--- config.mk ---
export PLATFORM = sky130hd
export DESIGN_NAME = interval_timer64
export DESIGN_NICKNAME = d
export VERILOG_FILES = /design/src/rtl/itmr_pkg.sv /design/src/rtl/itmr_tick_gen.sv /design/src/rtl/itmr_core.sv /design/src/rtl/interval_timer64.sv
export SDC_FILE = /design/constraint.sdc
export NUM_CORES = 1
export LEC_CHECK = 0
export BUFFER_PORTS_ARGS = -buffer_cell sky130_fd_sc_hd__clkbuf_2
export CORE_MARGIN = 2
export CORE_UTILIZATION = 40
export DETAILED_ROUTE_END_ITERATION = 6
export PLACE_DENSITY = 0.59
export SYNTH_ARGS = -nofsm -noshare
export SYNTH_HDL_FRONTEND = slang
export SYNTH_SLANG_ARGS = --single-unit
--- constraint.sdc ---
create_clock -name clk -period 3.2 [get_ports clk]
set_input_delay 0.64 -clock clk [delete_from_list [all_inputs] [get_ports clk]]
set_output_delay 0.64 -clock clk [all_outputs]
set_load 0.05 [all_outputs]
--- src/rtl/itmr_pkg.sv ---
package itmr_pkg;
  // register offsets (software-visible map)
  localparam logic [7:0] OFS_CMD    = 8'h00;
  localparam logic [7:0] OFS_MODE   = 8'h04;
  localparam logic [7:0] OFS_PER_LO = 8'h08;
  localparam logic [7:0] OFS_PER_HI = 8'h0C;
  localparam logic [7:0] OFS_IEN    = 8'h10;
  localparam logic [7:0] OFS_PEND   = 8'h1C;
  localparam logic [7:0] OFS_CNT_LO = 8'h20;
  localparam logic [7:0] OFS_CNT_HI = 8'h24;

  // bit positions
  localparam int CMD_GO_BIT    = 0;
  localparam int CMD_RST_BIT   = 8;
  localparam int MODE_LOOP_BIT = 0;
  localparam int MODE_EXT_BIT  = 3;
  localparam int MODE_DIV_LSB  = 8;
  localparam int IEN_EVT_BIT   = 0;
  localparam int PEND_EVT_BIT  = 0;

  typedef struct packed {
    logic loop_en;  // continuous when set
    logic ext_ref;  // slow tick reference when set
  } mode_flags_t;
endpackage

--- src/rtl/itmr_tick_gen.sv ---
module itmr_tick_gen #(
  parameter int PRES_W      = 4,
  parameter int SYNC_STAGES = 2
) (
  input  logic              clk,
  input  logic              rst_n,
  input  logic              run,
  input  logic              clr,
  input  logic              use_ext,
  input  logic [PRES_W-1:0] div,
  input  logic              slow_tick,
  output logic              ext_pulse,
  output logic              tick
);
  // synchroniser plus one edge-detect stage
  logic [SYNC_STAGES:0] sync_q;
  logic [PRES_W-1:0]    pcnt_q;
  logic                 src_en;
  logic                 div_hit;

  function automatic logic pres_done(input logic [PRES_W-1:0] c,
                                     input logic [PRES_W-1:0] d);
    return c >= d;
  endfunction

  always_ff @(posedge clk or negedge rst_n) begin
    if (!rst_n) sync_q <= '0;
    else        sync_q <= {sync_q[SYNC_STAGES-1:0], slow_tick};
  end

  assign ext_pulse = sync_q[SYNC_STAGES-1] & ~sync_q[SYNC_STAGES];
  assign src_en    = use_ext ? ext_pulse : 1'b1;
  assign div_hit   = pres_done(pcnt_q, div);
  assign tick      = run & src_en & div_hit & ~clr;

  always_ff @(posedge clk or negedge rst_n) begin
    if (!rst_n)               pcnt_q <= '0;
    else if (clr)             pcnt_q <= '0;
    else if (run && src_en)   pcnt_q <= div_hit ? '0 : pcnt_q + PRES_W'(1);
  end

  AST_EXT_SINGLE: assert property (@(posedge clk) disable iff (!rst_n)
    ext_pulse |=> !ext_pulse);
endmodule

--- src/rtl/itmr_core.sv ---
module itmr_core #(
  parameter int CNT_W = 64
) (
  input  logic             clk,
  input  logic             rst_n,
  input  logic             go,
  input  logic             sw_rst,
  input  logic             tick,
  input  logic             loop_en,
  input  logic [CNT_W-1:0] period,
  input  logic             pend_rd,
  output logic [CNT_W-1:0] cnt,
  output logic             run,
  output logic             period_evt,
  output logic             pend
);
  logic [CNT_W-1:0] cnt_q;
  logic             run_q;
  logic             pend_q;
  logic             at_period;

  function automatic logic [CNT_W-1:0] advance(input logic [CNT_W-1:0] c,
                                               input logic             wrap);
    return wrap ? '0 : c + CNT_W'(1);
  endfunction

  assign at_period  = (cnt_q == period);
  assign period_evt = tick & at_period & ~sw_rst & ~go;

  always_ff @(posedge clk or negedge rst_n) begin
    if (!rst_n)             cnt_q <= '0;
    else if (sw_rst || go)  cnt_q <= '0;
    else if (tick)          cnt_q <= advance(cnt_q, at_period);
  end

  always_ff @(posedge clk or negedge rst_n) begin
    if (!rst_n)                       run_q <= 1'b0;
    else if (sw_rst)                  run_q <= 1'b0;
    else if (go)                      run_q <= 1'b1;
    else if (period_evt && !loop_en)  run_q <= 1'b0;
  end

  // set has priority over read-clear
  always_ff @(posedge clk or negedge rst_n) begin
    if (!rst_n)          pend_q <= 1'b0;
    else if (sw_rst)     pend_q <= 1'b0;
    else if (period_evt) pend_q <= 1'b1;
    else if (pend_rd)    pend_q <= 1'b0;
  end

  assign cnt  = cnt_q;
  assign run  = run_q;
  assign pend = pend_q;

  AST_SWRST_CLEARS: assert property (@(posedge clk) disable iff (!rst_n)
    sw_rst |=> (cnt_q == '0) && !run_q && !pend_q);
  AST_ONESHOT_HALT: assert property (@(posedge clk) disable iff (!rst_n)
    period_evt && !loop_en |=> !run_q);
  AST_WRAP_ZERO: assert property (@(posedge clk) disable iff (!rst_n)
    period_evt |=> cnt_q == '0);
  AST_IDLE_FROZEN: assert property (@(posedge clk) disable iff (!rst_n)
    !run_q && !go && !sw_rst |=> $stable(cnt_q));
  AST_EVT_LATCH: assert property (@(posedge clk) disable iff (!rst_n)
    period_evt |=> pend_q);
  AST_RD_CLEARS: assert property (@(posedge clk) disable iff (!rst_n)
    pend_rd && !period_evt && !sw_rst |=> !pend_q);
endmodule

--- src/rtl/interval_timer64.sv ---
module interval_timer64
  import itmr_pkg::*;
#(
  parameter int DATA_W      = 32,
  parameter int ADDR_W      = 8,
  parameter int PRES_W      = 4,
  parameter int SYNC_STAGES = 2
) (
  input  logic              clk,
  input  logic              rst_n,
  input  logic [ADDR_W-1:0] bus_addr,
  input  logic              bus_wr,
  input  logic [DATA_W-1:0] bus_wdata,
  input  logic              bus_rd,
  output logic [DATA_W-1:0] bus_rdata,
  input  logic              slow_tick,
  output logic              irq
);
  localparam int CNT_W = 2 * DATA_W;

  mode_flags_t       mode_q;
  logic [PRES_W-1:0] div_q;
  logic [CNT_W-1:0]  period_q;
  logic [DATA_W-1:0] per_hi_stage_q;
  logic              ien_q;
  logic [DATA_W-1:0] snap_hi_q;

  logic              sel_cmd, sel_mode, sel_plo, sel_phi, sel_ien, sel_pend, sel_clo, sel_chi;
  logic              go, sw_rst, lo_wr, lo_rd, pend_rd;
  logic              tick, ext_pulse, run, period_evt, pend;
  logic [CNT_W-1:0]  cnt;
  logic [DATA_W-1:0] rd_mux;
  logic              unused_wbits;

  assign sel_cmd  = bus_addr == ADDR_W'(OFS_CMD);
  assign sel_mode = bus_addr == ADDR_W'(OFS_MODE);
  assign sel_plo  = bus_addr == ADDR_W'(OFS_PER_LO);
  assign sel_phi  = bus_addr == ADDR_W'(OFS_PER_HI);
  assign sel_ien  = bus_addr == ADDR_W'(OFS_IEN);
  assign sel_pend = bus_addr == ADDR_W'(OFS_PEND);
  assign sel_clo  = bus_addr == ADDR_W'(OFS_CNT_LO);
  assign sel_chi  = bus_addr == ADDR_W'(OFS_CNT_HI);

  assign sw_rst  = bus_wr && sel_cmd && bus_wdata[CMD_RST_BIT];
  assign go      = bus_wr && sel_cmd && bus_wdata[CMD_GO_BIT] && !bus_wdata[CMD_RST_BIT];
  assign lo_wr   = bus_wr && sel_plo;
  assign lo_rd   = bus_rd && sel_clo;
  assign pend_rd = bus_rd && sel_pend;
  assign unused_wbits = ^bus_wdata;

  function automatic logic [DATA_W-1:0] mode_word(input mode_flags_t m,
                                                  input logic [PRES_W-1:0] d);
    logic [DATA_W-1:0] w;
    w = '0;
    w[MODE_LOOP_BIT]             = m.loop_en;
    w[MODE_EXT_BIT]              = m.ext_ref;
    w[MODE_DIV_LSB +: PRES_W]    = d;
    return w;
  endfunction

  // configuration registers (kept across software reset)
  always_ff @(posedge clk or negedge rst_n) begin
    if (!rst_n) begin
      mode_q         <= '0;
      div_q          <= '0;
      period_q       <= '0;
      per_hi_stage_q <= '0;
      ien_q          <= 1'b0;
    end else if (bus_wr) begin
      if (sel_mode) begin
        mode_q.loop_en <= bus_wdata[MODE_LOOP_BIT];
        mode_q.ext_ref <= bus_wdata[MODE_EXT_BIT];
        div_q          <= bus_wdata[MODE_DIV_LSB +: PRES_W];
      end
      if (sel_phi) per_hi_stage_q <= bus_wdata;
      if (sel_plo) period_q       <= {per_hi_stage_q, bus_wdata};
      if (sel_ien) ien_q          <= bus_wdata[IEN_EVT_BIT];
    end
  end

  // upper half frozen on low-word read
  always_ff @(posedge clk or negedge rst_n) begin
    if (!rst_n)     snap_hi_q <= '0;
    else if (lo_rd) snap_hi_q <= cnt[CNT_W-1:DATA_W];
  end

  itmr_tick_gen #(
    .PRES_W      (PRES_W),
    .SYNC_STAGES (SYNC_STAGES)
  ) u_tick (
    .clk       (clk),
    .rst_n     (rst_n),
    .run       (run),
    .clr       (go | sw_rst),
    .use_ext   (mode_q.ext_ref),
    .div       (div_q),
    .slow_tick (slow_tick),
    .ext_pulse (ext_pulse),
    .tick      (tick)
  );

  itmr_core #(
    .CNT_W (CNT_W)
  ) u_core (
    .clk        (clk),
    .rst_n      (rst_n),
    .go         (go),
    .sw_rst     (sw_rst),
    .tick       (tick),
    .loop_en    (mode_q.loop_en),
    .period     (period_q),
    .pend_rd    (pend_rd),
    .cnt        (cnt),
    .run        (run),
    .period_evt (period_evt),
    .pend       (pend)
  );

  always_comb begin
    rd_mux = '0;
    if (sel_mode) rd_mux = mode_word(mode_q, div_q);
    if (sel_plo)  rd_mux = period_q[DATA_W-1:0];
    if (sel_phi)  rd_mux = per_hi_stage_q;
    if (sel_ien)  rd_mux[IEN_EVT_BIT]  = ien_q;
    if (sel_pend) rd_mux[PEND_EVT_BIT] = pend;
    if (sel_clo)  rd_mux = cnt[DATA_W-1:0];
    if (sel_chi)  rd_mux = snap_hi_q;
  end

  assign bus_rdata = bus_rd ? rd_mux : '0;
  assign irq       = pend & ien_q;

  AST_SNAP_HOLD: assert property (@(posedge clk) disable iff (!rst_n)
    !lo_rd |=> $stable(snap_hi_q));
  AST_SNAP_TAKE: assert property (@(posedge clk) disable iff (!rst_n)
    lo_rd |=> snap_hi_q == $past(cnt[CNT_W-1:DATA_W]));
  AST_PERIOD_HOLD: assert property (@(posedge clk) disable iff (!rst_n)
    !lo_wr |=> $stable(period_q));
endmodule

# Word level (Yosys, flattened, before mapping)
# Cells that the tools add are included.
[word_totals] register_bits=208 output_inout_bits=33
[op_classes] addsub=2 order_cmp=1 n_eq_ne=8 muxes=21 bitwise_logic=13 n_reduce_logical=20
[op_table] op="64-bit two-way mux" n=3
[op_table] op="32-bit two-way mux" n=5
[op_table] op="64-bit by 1-bit adder with 64-bit output (second input constant)" n=1
[op_table] op="64-bit == test" n=1
[op_table] op="8-bit by 4-bit == test with 1-bit output (second input constant)" n=2
[op_table] op="8-bit by 5-bit == test with 1-bit output (second input constant)" n=2
[op_table] op="8-bit by 6-bit == test with 1-bit output (second input constant)" n=2
[op_table] op="12-bit two-way mux" n=1
[op_table] op="4-bit two-way mux" n=3
[op_table] op="1-bit two-way mux" n=9
[op_table] op="1-bit AND" n=8
[op_table] op="8-bit by 3-bit == test with 1-bit output (second input constant)" n=1
[op_table] op="1-bit logical AND" n=8
[op_table] op="8-bit logical NOT" n=1
[op_table] op="2-bit AND reduction" n=4
[op_table] op="3-bit nonzero test" n=2
[op_table] op="4-bit by 1-bit adder with 4-bit output (second input constant)" n=1
[op_table] op="4-bit greater-or-equal comparator" n=1
[op_table] op="1-bit inverter" n=4
[op_table] op="2-bit nonzero test" n=2
[op_table] op="1-bit logical NOT" n=2
[op_table] op="1-bit logical OR" n=1
[op_table] op="1-bit bitwise OR" n=1

# Logic depth before layout (Yosys ltp)
# Gate-level depths: netlist (run 1).
[depth] depth_word=14 ltp_mapped=10 ltp_nobuf=9

# Hierarchy
# From an unflattened synthesis (run 1), not the netlist that was laid out.
[hier_totals] cells_unflattened=1083 area_unflattened_um2=11862.6
[by_module_without_submodules] module="interval_timer64" instances=1 cells_per_inst=479 area_per_inst_um2=6606.3 seq_area_each_um2=3378.2
[by_module_without_submodules] module="itmr_core" instances=1 cells_per_inst=561 area_per_inst_um2=4824.6 seq_area_each_um2=1651.6
[by_module_without_submodules] module="itmr_tick_gen" instances=1 cells_per_inst=43 area_per_inst_um2=431.7 seq_area_each_um2=175.2

# Least setup slack after synthesis (run 1)
# No wires, ideal clock.
[synth_path] path_type="input port to output port" start="in bus_addr[5]" end="out bus_rdata[31]" arrival_time_ns=2.887 slack_ns=-0.327 cell_stages=6 path_buffers=1 cell_sequence="nor3_1 -> nand2b_1 -> nor3_1 -> clkbuf_1 -> a22oi_1 -> a21boi_0"
[synth_via] elab_chain_cells=6
[synth_rtl] element="from (decl)" line_no="interval_timer64.sv:11" text="input logic [ADDR_W-1:0] bus_addr,"
[synth_rtl] element="8-bit by 4-bit == test with 1-bit output" line_no="interval_timer64.sv:37" text="assign sel_plo = bus_addr == ADDR_W'(OFS_PER_LO);"
[synth_rtl] element="32-bit two-way mux" line_no="interval_timer64.sv:122" text="if (sel_plo) rd_mux = period_q[DATA_W-1:0];"
[synth_rtl] element="32-bit two-way mux" line_no="interval_timer64.sv:123" text="if (sel_phi) rd_mux = per_hi_stage_q;"
[synth_rtl] element="32-bit two-way mux" line_no="interval_timer64.sv:126" text="if (sel_clo) rd_mux = cnt[DATA_W-1:0];"
[synth_rtl] element="32-bit two-way mux (*)" line_no="interval_timer64.sv:127" text="if (sel_chi) rd_mux = snap_hi_q;"
[synth_rtl] element="32-bit two-way mux (*)" line_no="interval_timer64.sv:130" text="assign bus_rdata = bus_rd ? rd_mux : '0;"
[synth_rtl] element="to (decl)" line_no="interval_timer64.sv:15" text="output logic [DATA_W-1:0] bus_rdata,"
# Every way passes the cells marked *; elsewhere a longest branch is shown, timed or not.

# Worst setup path in the final report (run 1)
[layout_path] start="in bus_addr[5]" end="out bus_rdata[11]"
[layout_via] elab_chain_cells=7
[layout_rtl] element="8-bit by 3-bit == test with 1-bit output" line_no="interval_timer64.sv:36" text="assign sel_mode = bus_addr == ADDR_W'(OFS_MODE);"
[layout_rtl] element="12-bit two-way mux" line_no="interval_timer64.sv:121" text="if (sel_mode) rd_mux = mode_word(mode_q, div_q);"
[layout_rtl] element="32-bit two-way mux" line_no="interval_timer64.sv:122"
[layout_rtl] element="32-bit two-way mux" line_no="interval_timer64.sv:123"
[layout_rtl] element="32-bit two-way mux" line_no="interval_timer64.sv:126"
[layout_rtl] element="32-bit two-way mux (*)" line_no="interval_timer64.sv:127"
[layout_rtl] element="32-bit two-way mux (*)" line_no="interval_timer64.sv:130"
# Marked as above.

==> flow_metrics.env, run 1 <==
export IMPL_cts_buffer_depth=3
export IMPL_r2r_slack_ns=0.37
export IMPL_synth_seq_cells=208
export IMPL_grt_usage_pct=22.33
export IMPL_holdWs_ns=0.1076
export IMPL_ys_seq_area_share_pct=48.37
export IMPL_synthDistinctLibCells=52
export IMPL_ctsHoldBuffers=0
export IMPL_finalClockSkew_ns=0.008146
export IMPL_die_w_um=168.0
export IMPL_cp_start_kind="primary input"
export IMPL_grt_util_met1_pct=33.12
export IMPL_endpoint_kind="primary output"
export IMPL_multiInputGateArea_mm2=0.005223
export IMPL_rows=60
export IMPL_post_route_drc_count=0
export IMPL_tightest_slew_ns=1.019
export IMPL_avgSynthCellArea_um2=10.55
export IMPL_die_area_mm2=0.02823
export IMPL_fill_cells=2384
export IMPL_fmax_ghz=0.3365
export IMPL_antennaDiodeCount=0
export IMPL_p_leak_uw=0.006298
export IMPL_clkSinkCount=208
export IMPL_post_cts_setup_buffers=0
export IMPL_syn_area_mm2=0.01076
export IMPL_hp_class="primary input to asynchronous set/reset pin"
export IMPL_routed_via_count=8596
export IMPL_synth_area_top_cells="dfrtp_1 (48%), mux2_2 (13%), xor2_1 (5.2%), a22oi_1 (4.2%), a21oi_1 (2.8%)"
export IMPL_start_util_pct=40.38
export IMPL_r2r_end="u_core.cnt[46]"
export IMPL_grt_busiest_layer="met2"
export IMPL_finalCritPeriodShare_pct=92.86
export IMPL_antenna_found_initial=0
export IMPL_grtUsageMet3_pct=2.257
export IMPL_first_global_vias=8388
export IMPL_h_tree_depth=1
export IMPL_drive_gt1_share_pct=28.81
export IMPL_ant_nets=0
export IMPL_die_h_um=168.0
export IMPL_dp_cells=1432
export IMPL_synth_nets=1071
export IMPL_worstPathRequired_ns=2.56
export IMPL_r2r_cells=9
export IMPL_tns_ns=0
export IMPL_synthToLayoutAreaGrowth_pct=23.22
export IMPL_cts_resized=0
export IMPL_drt_wl_total_um=31260
export IMPL_slew_viol_final=0
export IMPL_cts_tree="yes"
export IMPL_wl_per_cell_um=21.18
export IMPL_grt_pass1_wl_um=49420
export IMPL_synth_enable_flop_cells=0
export IMPL_vias_per_cell=5.824
export IMPL_gp_congestion=0.8738
export IMPL_cap_violations=0
export IMPL_synthCells=1020
export IMPL_worstSkewPairLatency_ns=0.52
export IMPL_async_flop_share_pct=100.0
export IMPL_synthMostInstantiatedCell="dfrtp_1"
export IMPL_finalSetupViolCount=0
export IMPL_yosys_area_top_type_share_pct=48.37
export IMPL_synth_common_cells="dfrtp_1 (208), mux2_2 (129), xor2_1 (64)"
export IMPL_grt_max_degree=79
export IMPL_critPathKind="primary input to primary output"
export IMPL_cts_made_buffers=24
export IMPL_fin_cells=1476
export IMPL_cp_max_fo=32
export IMPL_run_status="completed"
export IMPL_timing_final_hold_violations=0
export IMPL_r2r_start="period_q[63]"
export IMPL_clk_pin_slew_ns=0.06
export IMPL_yosys_most_used_dff="dfrtp_1"
export IMPL_dp_hpwl_um=22060
export IMPL_io_buffers=77
export IMPL_clock_root_buffer="clkbuf_16"
export IMPL_coreArea_mm2=0.02665
export IMPL_worst_ep_arrival_time_ns=2.33
export IMPL_ios=78
export IMPL_rsz0062_at_grt="false"
export IMPL_synth_largest_area_cell="dfrtp_1"
export IMPL_nets=1168
export IMPL_yosys_warnings=0
export IMPL_drtIter0Drc=880
export IMPL_overflow=0
export IMPL_power_density_mw_per_mm2=466.7
export IMPL_slew_headroom_pct=31.91
export IMPL_peakVddDrop_uv=308.1
export IMPL_regArea_mm2=0.005205
export IMPL_firstDrtPassIters=5
export IMPL_period_minus_slack_ns=2.971
export IMPL_met2_usage_pct=35.14
-- metal layers --
layer | part of all wire (%) | wire, um | up-vias
met5 | 0 | 0 | -
met4 | 2.5 | 774 | 0
met3 | 5.3 | 1658 | 53
met2 | 45 | 14120 | 296
met1 | 47 | 14710 | 4292
li1 | - | - | 3955
-- critical path: stages --
cell,delay (ns)
clkbuf_2,0.11
nor3_1,0.30
nand2b_1,0.17
nor3_2,0.25
buf_12,0.25
a222oi_1,0.20
a21oi_2,0.23
buf_12,0.16
-- layout by cell type (no fill, tap or decap), drive strengths merged, types with 4 or more instances in the layout --
| master | Yosys | layout |
|---|---|---|
| and2 | 5 | 5 |
| nand3 | 41 | 41 |
| a21o | 30 | 30 |
| ha | 6 | 6 |
| o21ai | 59 | 59 |
| mux2i | 6 | 6 |
| buf | 23 | 91 |
| inv | 31 | 32 |
| a21oi | 60 | 60 |
| nor4 | 34 | 34 |
| a22o | 4 | 4 |
| a222oi | 6 | 6 |
| xor2 | 64 | 64 |
| nor2 | 39 | 39 |
| nor3b | 5 | 5 |
| clkbuf | 41 | 80 |
| nand4 | 14 | 14 |
| nand2 | 54 | 54 |
| and3 | 17 | 17 |
| or3 | 16 | 16 |
| nor3 | 34 | 34 |
| mux2 | 129 | 129 |
| dfrtp | 208 | 208 |
| a22oi | 60 | 60 |
| a31oi | 4 | 4 |
-- per-stage QoR --
stage	area (um^2)	utilization, %	worst slack [ns]	total power (uW)
6_report	13260	49.76	0.2286	6189
5_1_grt	13260	49.76	0.1301	6402
4_1_cts	13260	49.76	0.2497	6239
3_5_place_dp	12410	46.55	0.2251	3298
3_3_place_gp	12410	46.55	0.2500	3288
2_1_floorplan	10780	-	0.01763	3066
-- area by class of cell --
cell class	count	area share, %
multi-input combinational	717	39.38
clock buffer	36	5.482
clock inverter	8	0.9530
timing repair buffer	135	10.83
tap	341	3.218
sequential	208	39.25
inverter	31	0.8775
-- how the worst max path moves through the flow --
| stage | from | slack [ns] | to |
|---|---|---|---|
| after floorplan | bus_addr[1] | 0.02 | bus_rdata[8] |
| after global placement | bus_addr[2] | 0.25 | u_core.cnt[28] |
| after detailed placement | bus_addr[2] | 0.23 | u_core.cnt[25] |
| after CTS | bus_addr[5] | 0.25 | bus_rdata[27] |
| after global routing | bus_addr[5] | 0.13 | bus_rdata[12] |
| final | bus_addr[5] | 0.23 | bus_rdata[11] |
-- cells by family after synthesis --
| group | count (synthesis) | share of synthesized area [%] |
|---|---|---|
| muxes | 135 | 14.06 |
| xor gates and xnor gates | 65 | 5.290 |
| and+or+nand+nor | 274 | 14.01 |
| adders and majority gates | 6 | 0.6976 |
| DFF | 208 | 48.37 |
| AOI/OAI and AO/OA | 237 | 13.96 |
| buffers and inverters | 95 | 3.616 |
-- report_power, final --
group	switching (uW)	total [uW]	internal [uW]
Clock	1130	2940	1810
Combinational	264	428	164
Sequential	103	2820	2720
Total	1490	6190	4700
-- flip-flops by register name, summed over array words and instances (netlist names) --
register	flops
u_core.cnt	64
snap_hi_q	32
u_core.pend	1
u_tick.pcnt_q	4
mode_q	2
ien_q	1
per_hi_stage_q	32
div_q	4
u_tick.sync_q	3
period_q	64
u_core.run	1
No activity file was read; power rests on OpenSTA's default activity.
==> run 2: changes to the inputs <==
--- a/config.mk
+++ b/config.mk
@@ -9,7 +9,9 @@
 export CORE_MARGIN = 2
 export CORE_UTILIZATION = 40
 export DETAILED_ROUTE_END_ITERATION = 6
+export GPL_ROUTABILITY_DRIVEN = 0
 export PLACE_DENSITY = 0.59
 export SYNTH_ARGS = -nofsm -noshare
 export SYNTH_HDL_FRONTEND = slang
+export SYNTH_HIERARCHICAL = 1
 export SYNTH_SLANG_ARGS = --single-unit
==> run 2 against run 1 <==
Net effect:
- count of clock-buffer cells in the layout shrank 2
- cell area grew 8.0%
- register-to-register slack lost 0.09 ns
- global-route usage grew 1.5 points
- utilization shrank 1.0 points
- setup slack gained 0.0063 ns
- critical path type unchanged
- clock power shrank 6%
- non-clock buffer count grew 20
- largest cell class unchanged
- die area grew 9.9%
- first-iteration DRC count shrank 3.2%
- maximum frequency grew 0.21%
- sequential share of layout area shrank 2.9 points
==> flow_metrics.env, run 2 <==
export IMPL_final_cell_mix="dfrtp_1 (208), nand2_1 (83), mux2_1 (72)"
export IMPL_finalCritPeriodShare_pct=92.66
export IMPL_power_density_mw_per_mm2=435.7
export IMPL_tns_ns=0
export IMPL_route_met2_wl_um=17830
export IMPL_cp_start_kind="primary input"
export IMPL_synthCells=1082
export IMPL_cap_violations=0
export IMPL_avgSynthCellArea_um2=10.96
export IMPL_cp_max_fo=7
export IMPL_antennaDiodeCount=0
export IMPL_die_h_um=176.2
export IMPL_ios=78
export IMPL_firstDrtPassIters=7
export IMPL_rows=63
export IMPL_cts_made_buffers=24
export IMPL_synthToLayoutAreaGrowth_pct=20.78
export IMPL_route_met3_wl_um=2184
export IMPL_routed_via_count=9327
export IMPL_coreArea_mm2=0.02940
export IMPL_syn_area_mm2=0.01186
export IMPL_clkSinkCount=208
export IMPL_finalClockSkew_ns=0.01139
export IMPL_final_common_cell="dfrtp_1"
export IMPL_drt_wl_total_um=36650
export IMPL_hp_class="primary input to asynchronous set/reset pin"
export IMPL_drtIter0Drc=852
export IMPL_die_w_um=176.2
export IMPL_cts_resized=0
export IMPL_clock_root_buffer="clkbuf_16"
export IMPL_wl_per_cell_um=23.12
export IMPL_timing_final_hold_violations=0
export IMPL_fmax_ghz=0.3373
export IMPL_antenna_found_initial=1
export IMPL_power_uw=6240
export IMPL_cts_buffer_depth=3
export IMPL_h_tree_depth=1
export IMPL_period_minus_slack_ns=2.965
export IMPL_dp_hpwl_um=26950
export IMPL_clk_pin_slew_ns=0.06
export IMPL_cts_tree="yes"
export IMPL_worst_ep_arrival_time_ns=2.33
export IMPL_endpoint_kind="primary output"
export IMPL_pre_cts_slack_ns=0.1991
export IMPL_postLayoutCoreUtil_pct=48.71
export IMPL_die_area_mm2=0.03104
export IMPL_post_cts_setup_buffers=0
export IMPL_grt_pass1_wl_um=56550
export IMPL_overflow=0
export IMPL_grt_max_degree=86
export IMPL_p_leak_uw=0.006507
export IMPL_run_status="completed"
export IMPL_worstSkewPairLatency_ns=0.52
export IMPL_setup_ws_ns=0.2349
export IMPL_crit_start="bus_addr[5]"
export IMPL_finalSetupViolCount=0
export IMPL_nets=1228
export IMPL_peakVddDrop_uv=450.4
export IMPL_ant_nets=0
export IMPL_start_util_pct=40.33
export IMPL_post_route_drc_count=0
export IMPL_r2r_start="period_q[6]"
export IMPL_rsz0062_at_grt="false"
export IMPL_slew_headroom_pct=53.04
export IMPL_slew_viol_final=0
export IMPL_first_global_vias=9229
export IMPL_worstPathRequired_ns=2.56
export IMPL_critPathKind="primary input to primary output"
export IMPL_top_layer_used="met5"
export IMPL_vias_per_cell=5.885
export IMPL_ctsHoldBuffers=0
export IMPL_synth_nets=1133
export IMPL_tightest_slew_ns=0.6970
export IMPL_io_buffers=77
export IMPL_wl_met1_um=15520
export IMPL_yosys_warnings=6
export IMPL_grt_usage_pct=23.82
export IMPL_drive_gt1_share_pct=24.94
run 2: changes by cell type in the layout (fill, tap and decap cells not counted), sizes merged, moves of 44 or more:
| cell | change |
|---|---|
| xor2 | -64 |
| xnor2 | +63 |
| a22oi | -55 |
| a21oi | -52 |
| nand4 | +52 |
| o21ai | -44 |
run 2: area by class of cell:
| class | instances | area, um^2 |
|---|---|---|
| Fill cell | 2624 | 15080 |
| Multi-Input combinational cell | 772 | 6197 |
| Sequential cell | 208 | 5205 |
| Timing Repair Buffer | 155 | 1564 |
| Clock buffer | 34 | 749.5 |
| Tap cell | 390 | 488.0 |
| Inverter | 16 | 60.06 |
| Clock inverter | 10 | 57.56 |
run 2: metal layers:
metal  track usage, %  vias up
met5                0        -
li1                 -     4252
met2            40.00      339
met1            31.70     4675
met4            6.921        2
met3            4.005       59
run 2: path summary, 6_finish.rpt:
path	to	slack [ns]	cells after the start
min reg2reg	u_tick/sync_q[1]	0.35	0
max reg2reg	u_core/cnt[56]	0.28	7
max in group asynchronous	period_q[27]	2.28	2
min	snap_hi_q[19]	0.15	1
max	bus_rdata[12]	0.23	7
min in group clk	u_tick/sync_q[0]	0.23	1
run 2: critical path: stages:
cell and delay (ns):
clkbuf_2 0.14, or4_1 0.62, nor3_2 0.24, buf_4 0.20, a221oi_1 0.09, nor2_1 0.22, buf_12 0.17
run 2: metrics by stage:
| stage | hold slack (ns) | instances | area [um^2] |
|---|---|---|---|
| after global placement | 0.3360 | 1541 | 13510 |
| final | 0.1479 | 1585 | 14320 |
| after global routing | 0.1937 | 1585 | 14320 |
| after detailed placement | 0.3411 | 1541 | 13510 |
| after floorplan | 0.3312 | 1082 | 11880 |
| after CTS | 0.1614 | 1585 | 14320 |
run 2: where the power goes:
part	switching (uW)	internal [uW]
combinational	438	246
clock	1130	1630
sequential	89.2	2710
